<file path="config.mk">
export PLATFORM = sky130hd
export DESIGN_NAME = dma2_page_engine
export DESIGN_NICKNAME = d
export VERILOG_FILES = /design/src/rtl/dma2_pkg.sv /design/src/rtl/dma2_pagebuf.sv /design/src/rtl/dma2_phase_ctrl.sv /design/src/rtl/dma2_regs.sv /design/src/rtl/dma2_page_engine.sv
export SDC_FILE = /design/constraint.sdc
export NUM_CORES = 2
export LEC_CHECK = 0
export BUFFER_PORTS_ARGS = -buffer_cell sky130_fd_sc_hd__buf_2
export CORE_ASPECT_RATIO = 0.9
export CORE_MARGIN = 2
export CORE_UTILIZATION = 30
export DETAILED_ROUTE_END_ITERATION = 8
export GPL_ROUTABILITY_DRIVEN = 0
export SETUP_SLACK_MARGIN = 0.5
export SLEW_MARGIN = 20
export SYNTH_ARGS = -nofsm -noshare
export SYNTH_HDL_FRONTEND = slang
export SYNTH_HIERARCHICAL = 1
export SYNTH_SLANG_ARGS = --single-unit
</file>
<file path="constraint.sdc">
create_clock -name clk -period 11.05 [get_ports clk]
set_clock_uncertainty 0.05 [all_clocks]
set_input_delay 0.5525 -clock clk [delete_from_list [all_inputs] [get_ports clk]]
set_output_delay 0.5525 -clock clk [all_outputs]
set_load 0.1 [all_outputs]
</file>
<file path="src/rtl/dma2_pkg.sv">
package dma2_pkg;
    localparam int DATA_W = 32;
    localparam int OFF_W  = 3;

    localparam logic [OFF_W-1:0] OFF_ADDR = 3'd0;
    localparam logic [OFF_W-1:0] OFF_CMD  = 3'd1;
    localparam logic [OFF_W-1:0] OFF_STS  = 3'd2;
    localparam logic [OFF_W-1:0] OFF_EN   = 3'd3;
    localparam logic [OFF_W-1:0] OFF_CAP  = 3'd4;

    // command bit positions
    localparam int CB_MEM = 0;
    localparam int CB_DIR = 1;
    localparam int CB_INT = 2;

    // status / enable bit positions
    localparam int IB_MEM = 0;
    localparam int IB_ERR = 1;
    localparam int IB_INT = 2;

    typedef enum logic [1:0] {
        PH_IDLE = 2'd0,
        PH_MEM  = 2'd1,
        PH_INT  = 2'd2
    } phase_e;
endpackage

</file>
<file path="src/rtl/dma2_pagebuf.sv">
module dma2_pagebuf #(
    parameter int DEPTH = 512,
    parameter int WIDTH = 8,
    localparam int AW = $clog2(DEPTH)
) (
    input  logic             clk,
    input  logic             we,
    input  logic [AW-1:0]    addr,
    input  logic [WIDTH-1:0] wdata,
    output logic [WIDTH-1:0] rdata
);
    logic [WIDTH-1:0] mem_q [DEPTH];

    always_ff @(posedge clk) begin
        if (we) begin
            mem_q[addr] <= wdata;
        end
    end

    assign rdata = mem_q[addr];
endmodule

</file>
<file path="src/rtl/dma2_phase_ctrl.sv">
module dma2_phase_ctrl
    import dma2_pkg::*;
#(
    parameter int PAGE   = 512,
    parameter int ADDR_W = 32,
    localparam int CW    = $clog2(PAGE)
) (
    input  logic              clk,
    input  logic              rst_n,
    input  logic              start_mem,
    input  logic              start_int,
    input  logic              dir_in,
    input  logic              stop,
    input  logic [ADDR_W-1:0] base_in,
    output logic              busy,
    output logic              ev_mem_done,
    output logic              ev_int_done,
    output logic              ev_mem_err,
    output logic              mem_req,
    output logic              mem_we,
    output logic [ADDR_W-1:0] mem_addr,
    output logic [7:0]        mem_wdata,
    input  logic              mem_ack,
    input  logic              mem_err,
    input  logic [7:0]        mem_rdata,
    output logic              card_req,
    output logic              card_we,
    output logic [7:0]        card_wdata,
    input  logic              card_ack,
    input  logic [7:0]        card_rdata,
    output logic              buf_we,
    output logic [CW-1:0]     buf_addr,
    output logic [7:0]        buf_wdata,
    input  logic [7:0]        buf_rdata
);
    localparam logic [CW-1:0] LAST = CW'(PAGE - 1);

    typedef struct packed {
        phase_e            ph;
        logic              dir;
        logic [CW-1:0]     cnt;
        logic [ADDR_W-1:0] base;
    } ctl_t;

    ctl_t q, d;

    always_comb begin
        d           = q;
        ev_mem_done = 1'b0;
        ev_int_done = 1'b0;
        ev_mem_err  = 1'b0;
        buf_we      = 1'b0;
        if (stop) begin
            d.ph  = PH_IDLE;
            d.cnt = '0;
        end else begin
            case (q.ph)
                PH_IDLE: begin
                    if (start_mem || start_int) begin
                        d.ph   = start_mem ? PH_MEM : PH_INT;
                        d.dir  = dir_in;
                        d.cnt  = '0;
                        d.base = base_in;
                    end
                end
                PH_MEM: begin
                    if (mem_ack) begin
                        if (mem_err) begin
                            ev_mem_err = 1'b1;
                            d.ph       = PH_IDLE;
                            d.cnt      = '0;
                        end else begin
                            buf_we = !q.dir;
                            if (q.cnt == LAST) begin
                                ev_mem_done = 1'b1;
                                d.ph        = PH_IDLE;
                                d.cnt       = '0;
                            end else begin
                                d.cnt = q.cnt + 1'b1;
                            end
                        end
                    end
                end
                PH_INT: begin
                    if (card_ack) begin
                        buf_we = q.dir;
                        if (q.cnt == LAST) begin
                            ev_int_done = 1'b1;
                            d.ph        = PH_IDLE;
                            d.cnt       = '0;
                        end else begin
                            d.cnt = q.cnt + 1'b1;
                        end
                    end
                end
                default: d.ph = PH_IDLE;
            endcase
        end
    end

    always_ff @(posedge clk) begin
        if (!rst_n) begin
            q <= '{ph: PH_IDLE, dir: 1'b0, cnt: '0, base: '0};
        end else begin
            q <= d;
        end
    end

    assign busy       = (q.ph != PH_IDLE);
    assign mem_req    = (q.ph == PH_MEM);
    assign mem_we     = q.dir;
    assign mem_addr   = q.base + {{(ADDR_W-CW){1'b0}}, q.cnt};
    assign mem_wdata  = buf_rdata;
    assign card_req   = (q.ph == PH_INT);
    assign card_we    = !q.dir;
    assign card_wdata = buf_rdata;
    assign buf_addr   = q.cnt;
    assign buf_wdata  = (q.ph == PH_MEM) ? mem_rdata : card_rdata;
endmodule

</file>
<file path="src/rtl/dma2_regs.sv">
module dma2_regs
    import dma2_pkg::*;
#(
    parameter int   ADDR_W  = 32,
    parameter logic DMA_OK  = 1'b1
) (
    input  logic              clk,
    input  logic              rst_n,
    input  logic              reg_wr,
    input  logic [OFF_W-1:0]  reg_addr,
    input  logic [DATA_W-1:0] reg_wdata,
    output logic [DATA_W-1:0] reg_rdata,
    output logic              irq,
    input  logic              busy,
    input  logic              ev_mem_done,
    input  logic              ev_int_done,
    input  logic              ev_mem_err,
    output logic              start_mem,
    output logic              start_int,
    output logic              dir_out,
    output logic              stop,
    output logic [ADDR_W-1:0] base_out
);
    localparam logic [7:0] CAP_WORD = {DMA_OK, DMA_OK, 6'b0};

    typedef struct packed {
        logic [ADDR_W-1:0] addr;
        logic [2:0]        cmd;
        logic [2:0]        sts;
        logic [2:0]        en;
    } regs_t;

    regs_t q, d;
    logic  cmd_err;
    logic [2:0] wv;

    always_comb begin
        d         = q;
        start_mem = 1'b0;
        start_int = 1'b0;
        stop      = 1'b0;
        cmd_err   = 1'b0;
        wv        = reg_wdata[2:0];
        if (reg_wr) begin
            case (reg_addr)
                OFF_ADDR: d.addr = reg_wdata[ADDR_W-1:0];
                OFF_CMD: begin
                    if (wv == 3'b000) begin
                        stop  = 1'b1;
                        d.cmd = 3'b000;
                    end else if (busy || (wv[CB_MEM] && wv[CB_INT])) begin
                        cmd_err = 1'b1;
                    end else begin
                        d.cmd     = wv;
                        start_mem = wv[CB_MEM];
                        start_int = wv[CB_INT];
                    end
                end
                OFF_STS: d.sts = q.sts & ~wv;
                OFF_EN:  d.en  = wv;
                default: ;
            endcase
        end
        d.sts[IB_MEM] = d.sts[IB_MEM] | ev_mem_done;
        d.sts[IB_INT] = d.sts[IB_INT] | ev_int_done;
        d.sts[IB_ERR] = d.sts[IB_ERR] | ev_mem_err | cmd_err;
    end

    always_ff @(posedge clk) begin
        if (!rst_n) begin
            q <= '0;
        end else begin
            q <= d;
        end
    end

    always_comb begin
        case (reg_addr)
            OFF_ADDR: reg_rdata = DATA_W'(q.addr);
            OFF_CMD:  reg_rdata = DATA_W'(q.cmd);
            OFF_STS:  reg_rdata = DATA_W'(q.sts);
            OFF_EN:   reg_rdata = DATA_W'(q.en);
            OFF_CAP:  reg_rdata = DATA_W'(CAP_WORD);
            default:  reg_rdata = '0;
        endcase
    end

    assign irq      = |(q.sts & q.en);
    assign dir_out  = reg_wdata[CB_DIR];
    assign base_out = q.addr;
endmodule

</file>
<file path="src/rtl/dma2_page_engine.sv">
module dma2_page_engine
    import dma2_pkg::*;
#(
    parameter int   PAGE   = 512,
    parameter int   ADDR_W = 32,
    parameter logic DMA_OK = 1'b1,
    localparam int  CW     = $clog2(PAGE)
) (
    input  logic              clk,
    input  logic              rst_n,
    input  logic              reg_wr,
    input  logic [2:0]        reg_addr,
    input  logic [31:0]       reg_wdata,
    output logic [31:0]       reg_rdata,
    output logic              irq,
    output logic              mem_req,
    output logic              mem_we,
    output logic [ADDR_W-1:0] mem_addr,
    output logic [7:0]        mem_wdata,
    input  logic              mem_ack,
    input  logic              mem_err,
    input  logic [7:0]        mem_rdata,
    output logic              card_req,
    output logic              card_we,
    output logic [7:0]        card_wdata,
    input  logic              card_ack,
    input  logic [7:0]        card_rdata
);
    logic              busy, ev_mem_done, ev_int_done, ev_mem_err;
    logic              start_mem, start_int, dir_sel, stop;
    logic [ADDR_W-1:0] base;
    logic              buf_we;
    logic [CW-1:0]     buf_addr;
    logic [7:0]        buf_wdata, buf_rdata;

    dma2_regs #(.ADDR_W(ADDR_W), .DMA_OK(DMA_OK)) u_regs (
        .clk         (clk),
        .rst_n       (rst_n),
        .reg_wr      (reg_wr),
        .reg_addr    (reg_addr),
        .reg_wdata   (reg_wdata),
        .reg_rdata   (reg_rdata),
        .irq         (irq),
        .busy        (busy),
        .ev_mem_done (ev_mem_done),
        .ev_int_done (ev_int_done),
        .ev_mem_err  (ev_mem_err),
        .start_mem   (start_mem),
        .start_int   (start_int),
        .dir_out     (dir_sel),
        .stop        (stop),
        .base_out    (base)
    );

    dma2_phase_ctrl #(.PAGE(PAGE), .ADDR_W(ADDR_W)) u_ctrl (
        .clk         (clk),
        .rst_n       (rst_n),
        .start_mem   (start_mem),
        .start_int   (start_int),
        .dir_in      (dir_sel),
        .stop        (stop),
        .base_in     (base),
        .busy        (busy),
        .ev_mem_done (ev_mem_done),
        .ev_int_done (ev_int_done),
        .ev_mem_err  (ev_mem_err),
        .mem_req     (mem_req),
        .mem_we      (mem_we),
        .mem_addr    (mem_addr),
        .mem_wdata   (mem_wdata),
        .mem_ack     (mem_ack),
        .mem_err     (mem_err),
        .mem_rdata   (mem_rdata),
        .card_req    (card_req),
        .card_we     (card_we),
        .card_wdata  (card_wdata),
        .card_ack    (card_ack),
        .card_rdata  (card_rdata),
        .buf_we      (buf_we),
        .buf_addr    (buf_addr),
        .buf_wdata   (buf_wdata),
        .buf_rdata   (buf_rdata)
    );

    dma2_pagebuf #(.DEPTH(PAGE), .WIDTH(8)) u_buf (
        .clk   (clk),
        .we    (buf_we),
        .addr  (buf_addr),
        .wdata (buf_wdata),
        .rdata (buf_rdata)
    );
endmodule

</file>
# Word level (Yosys, flattened, before mapping)
# Memory sizes are Yosys's and may differ from the RTL's. A register that Yosys moved wholly into a read port is not among the register bits.
# Index checks and enable logic that the tools add are counted.
# totals
register_bits,85
mem_bits_rw,4096
in_bits,57
out_inout_bits,85
wordCells,103
mem_count,1
# classes
add_sub_neg,2
eq_ne,11
mux,55
bitwise_logic,9
n_reduce_logical,17
# memory_table
name,depth,width,read_ports,rd_ports_with_merged_regs,wr,line,text
u_buf.mem_q,512,8,1,1,1,dma2_pagebuf.sv:12,logic [WIDTH-1:0] mem_q [DEPTH];
# op_table
op,n
$pmux W32 S5,1
$mux W9,6
$mux W44,1
$mux W1,33
$add A32 B9 Y32,1
$pmux W9 S3,1
$mux W3,4
$mux W2,5
$add A9 B1 Y9 const B,1
$eq A9 B9 Y1 const B,1
$reduce_and A3 Y1,3
$mux W8,1
$ne A2 B1 Y1 const B,4
$and A3 B3 Y3,2
$eq A3 B2 Y1 const B,2
$logic_not A3 Y1,2
$mux W6,1
$pmux W2 S3,1
$or A1 B1 Y1,4
$reduce_and A2 Y1,2
$reduce_and A4 Y1,1
$eq A3 B1 Y1 const B,1
$eq A3 B3 Y1 const B,1
$not A3 Y3,1
other kinds (12),14

# Depth between registers and ports, before layout
# logic_depth
word_depth,11
depth_mapped,15

# Modules after synthesis
# Netlist, hierarchy kept.
# by_module_without_submodules
module,instances,cells_each,area_each_um2,seq_area_each_um2
dma2_pagebuf,1,7567,158199.2,122998.0
dma2_phase_ctrl,1,387,3126.7,880.8
dma2_regs,1,262,2218.4,820.8

# Least setup slack after synthesis
# Ideal clock, no wire load.
# synth_path
path_type,register to register
from,register u_ctrl/q[43] in the netlist's numbering
to,memory u_buf.mem_q[0][0] (data pin)
setup_ns,0.912
t_arrival_ns,5.063
required_time_ns,10.088
setup_slack_ns,5.025
path_stages_with_launch,5
path_buffers,1
path_cell_list,dfxtp_1 > inv_1 > ha_1 > buf_2 > mux2_2
# synth_between
elab_chain_cells,2
# synth_rtl
element,line,text
from (decl),dma2_phase_ctrl.sv:45,"ctl_t q, d;"
from (signal assigned),dma2_phase_ctrl.sv:103,"q <= '{ph: PH_IDLE, dir: 1'b0, cnt: '0, base: '0};"
$eq A2 B1 Y1,--,
named net mem_req,dma2_page_engine.sv:16,"output logic mem_req,"
$mux W8,dma2_phase_ctrl.sv:118,assign buf_wdata = (q.ph == PH_MEM) ? mem_rdata : card_rdata;
named net buf_wdata[0],dma2_page_engine.sv:34,"logic [7:0] buf_wdata, buf_rdata;"
to (decl),dma2_pagebuf.sv:12,
# The timed path passes the listed nets, and every way through them passes these cells.

==> run_results.csv <==
group,metric,value,unit
clocking,clk_pin_slew,0.06,ns
synth,ys_seq_area_share,76.2,%
grt,grt_pass1_vias,83900,
final_layout,fillCellCount,50200,
final_layout,final_nets,8496,
floorplanning,rows,257,
clocking,clk_latency,0.94,ns
synth,syn-num-nets,8290,
timing,finalCriticalPeriod,8.20,ns
grt,grt_pass1_wl,648,mm
place,placed_cells,15200,
floorplanning,die_y,704,µm
min_path,hp-class,"input port to flop",
timing,fmax,0.122,GHz
floorplanning,fp.dieW,782,µm
grt,grt_antenna_before_repair,28,
worst_setup_path,end_kind,"output pin",
synth,ys.flop_type,"edfxtp_1",
timing,fin_tns_setup,0,ns
clocking,cts.sinks,4181,
pwr,peakVddDrop,142,µV
synth,synthCells,8216,
floorplanning,core-area,544000,µm²
final_layout,drive_gt1_share,21.2,%
route,vias,85700,
synth,synthTopCellsByCount,"4096 x edfxtp_1, 819 x mux4_2, 568 x nor2_1",
synth,synth_top_area_share,75.2,%
final_layout,synthToLayoutAreaGrowth,14.0,%
timing,relSlewSlack,16.1,%
worst_setup_path,cp.required,10.45,ns
route,first_iter_violations,12500,
synth,synth.most_common_cell,"edfxtp_1",
clocking,numCtsBuffers,421,
route,ant_nets,0,
place,port_buffers,141,
synth,synth_top_area_cell,"edfxtp_1",
grt,grt_max_degree,215,
timing,setup_viol,0,
route,routed_wl,461,mm
timing,slew_viol_final,0,
synth,synth_edf_count,4096,
worst_setup_path,regToRegSetupSlack,4.97,ns
clocking,cts-root-buf,"clkbuf_16",
worst_setup_path,startpoint_type,"flop",
timing,worst_slew_pin_slew,1.26,ns
timing,hold_viol,0,
synth,yosys-top-cells-area,"edfxtp_1 75%, mux4_2 11%, mux2i_1 2.7%",
worst_setup_path,cp_max_fo,67,
clocking,cts_tree,"done",
synth,avgSynthCellArea,19.9,µm²
final_layout,multi_input_area,36100,µm²
final_layout,fin_util,34.3,%
clocking,clk_path_buf_depth,4,
synth,synth_seq_cells,4181,
synth,async_flop_share,0,%
synth,ys_types,98,
route,drc,0,
pwr,power_density,172,nW/µm²
floorplanning,initial_core_util,30.1,%
timing,rsz0062_at_grt,"no",
route,via_per_inst,5.34,
route,firstDrtPassIters,6,
floorplanning,ios,142,
clocking,cts_setup_buffers,0,
clocking,htreeDepth,5,
floorplanning,dieArea,551000,µm²
run_status,status,"complete, no violations",
synth,netlist_area,164000,µm²
pwr,power.leakage,54.8,nW
route,wl_per_cell,28.8,µm
final_layout,fin_cells,16000,
grt,gr-total-overflow,0,
timing,finalCritPeriodShare,74.2,%
worst_setup_path,crit_type,"flop to output pin",
synth,yosysWarningCount,6,
final_layout,seq_area,125000,µm²
flow_run,max_cap_viol_count,0,
place,dp_hpwl,283,mm
worst_setup_path,arrival,7.60,ns
clocking,post_cts_resized,0,
grt,grt_usage,16.1,%
-- final cells by class --
cell class              count  area share [%]
flip-flops and latches   4181            66.9
multi-input cells        3441            19.4
clock buffers             491            5.80
well taps                7252            4.87
clock inverters           284            1.54
repair buffers            358            1.46
inverters                  19          0.0409
diodes                     12          0.0161
-- path summary, 6_finish.rpt --
kind / startpoint / to / depth (start not counted)
worst max-delay path: u_ctrl/buf_addr[1] / mem_wdata[7] / 11
worst min-delay path: reg_wr / u_regs/q[6] / 4
worst max register to register: u_ctrl/buf_addr[1] / u_buf/mem_q[302][3] / 6
worst min register to register: u_regs/q[7] / u_regs/q[7] / 2
-- cell families after synthesis --
kind of cell	Yosys count	share of synthesized area (%)
muxes	1283	14.1
AOI/OAI and AO/OA	878	3.86
DFF	4181	76.2
buffers and inverters	594	1.94
xor gates and xnor gates	33	0.177
and+or+nand+nor	1230	3.50
adders and majority gates	17	0.135
-- state kept, by name, indices dropped and copies added (netlist names) --
name	flops
u_buf/mem_q	4096
u_ctrl/buf_addr	9
u_ctrl/mem_we	1
u_ctrl/q	34
u_regs/base_out	32
u_regs/q	9
-- routing by layer --
metal  track usage [%]  vias up  routed length, µm
met5                 0        -                 55
met2              24.6     4914             208000
li1                  -    34400                  -
met4              5.27        8              16500
met3              3.85      773              50600
met1              22.7    45700             186000
-- cell usage in the layout (no fill, tap or decap), types with 34 or more instances in the layout --
cell and instances:
o22ai_1 118, nand2_1 270, clkinv_2 77, a31oi_1 76, mux4_2 819, nand3_1 46, and2_1 44, nor2_1 559
o21ai_0 51, bufinv_16 48, a21oi_1 92, dfxtp_1 79, a22o_1 47, clkbuf_1 69, a21boi_0 38, a211oi_1 41
buf_2 141, a221oi_1 91, clkbuf_16 422, a22oi_1 180, buf_4 157, mux2i_1 438, edfxtp_1 4096, nor4_1 35
nand4_1 56, clkinv_1 110, dlygate4sd3_1 34
-- worst max-delay path, cell delays in order, from the launching register on --
cell,delay [ns]
dfxtp_4,0.91
buf_12,0.40
buf_12,0.39
buf_4,0.58
mux2i_1,0.46
nand2_1,0.14
nand4_1,0.22
nand4_1,0.49
nor3_1,0.74
nor4bb_1,0.66
nand4_1,0.77
buf_2,0.55
-- stage by stage --
step | hold slack [ns] | area (µm²) | power, mW | setup slack (ns)
after detailed placement | 0.408 | 172000 | 18.2 | 3.88
final | 0.133 | 186000 | 32.1 | 2.85
after CTS | 0.0510 | 186000 | 32.3 | 2.84
after global placement | 0.397 | 172000 | 18.2 | 3.80
after global routing | 0.128 | 186000 | 32.9 | 2.69
after floorplan | 0.376 | 164000 | 18.1 | 5.03
-- power by group --
part	total, mW	internal [mW]	switching (mW)
clock	14.2	8.14	6.04
sequential	17.4	17.4	0.00391
combinational	0.512	0.121	0.391
-- what timing repair did --
action	4_1_cts	5_1_grt
endpoints found under the setup margin	0	0
hold buffers	34	0
hold endpoints to repair	42	0
Power figures use the tool's default switching activity.
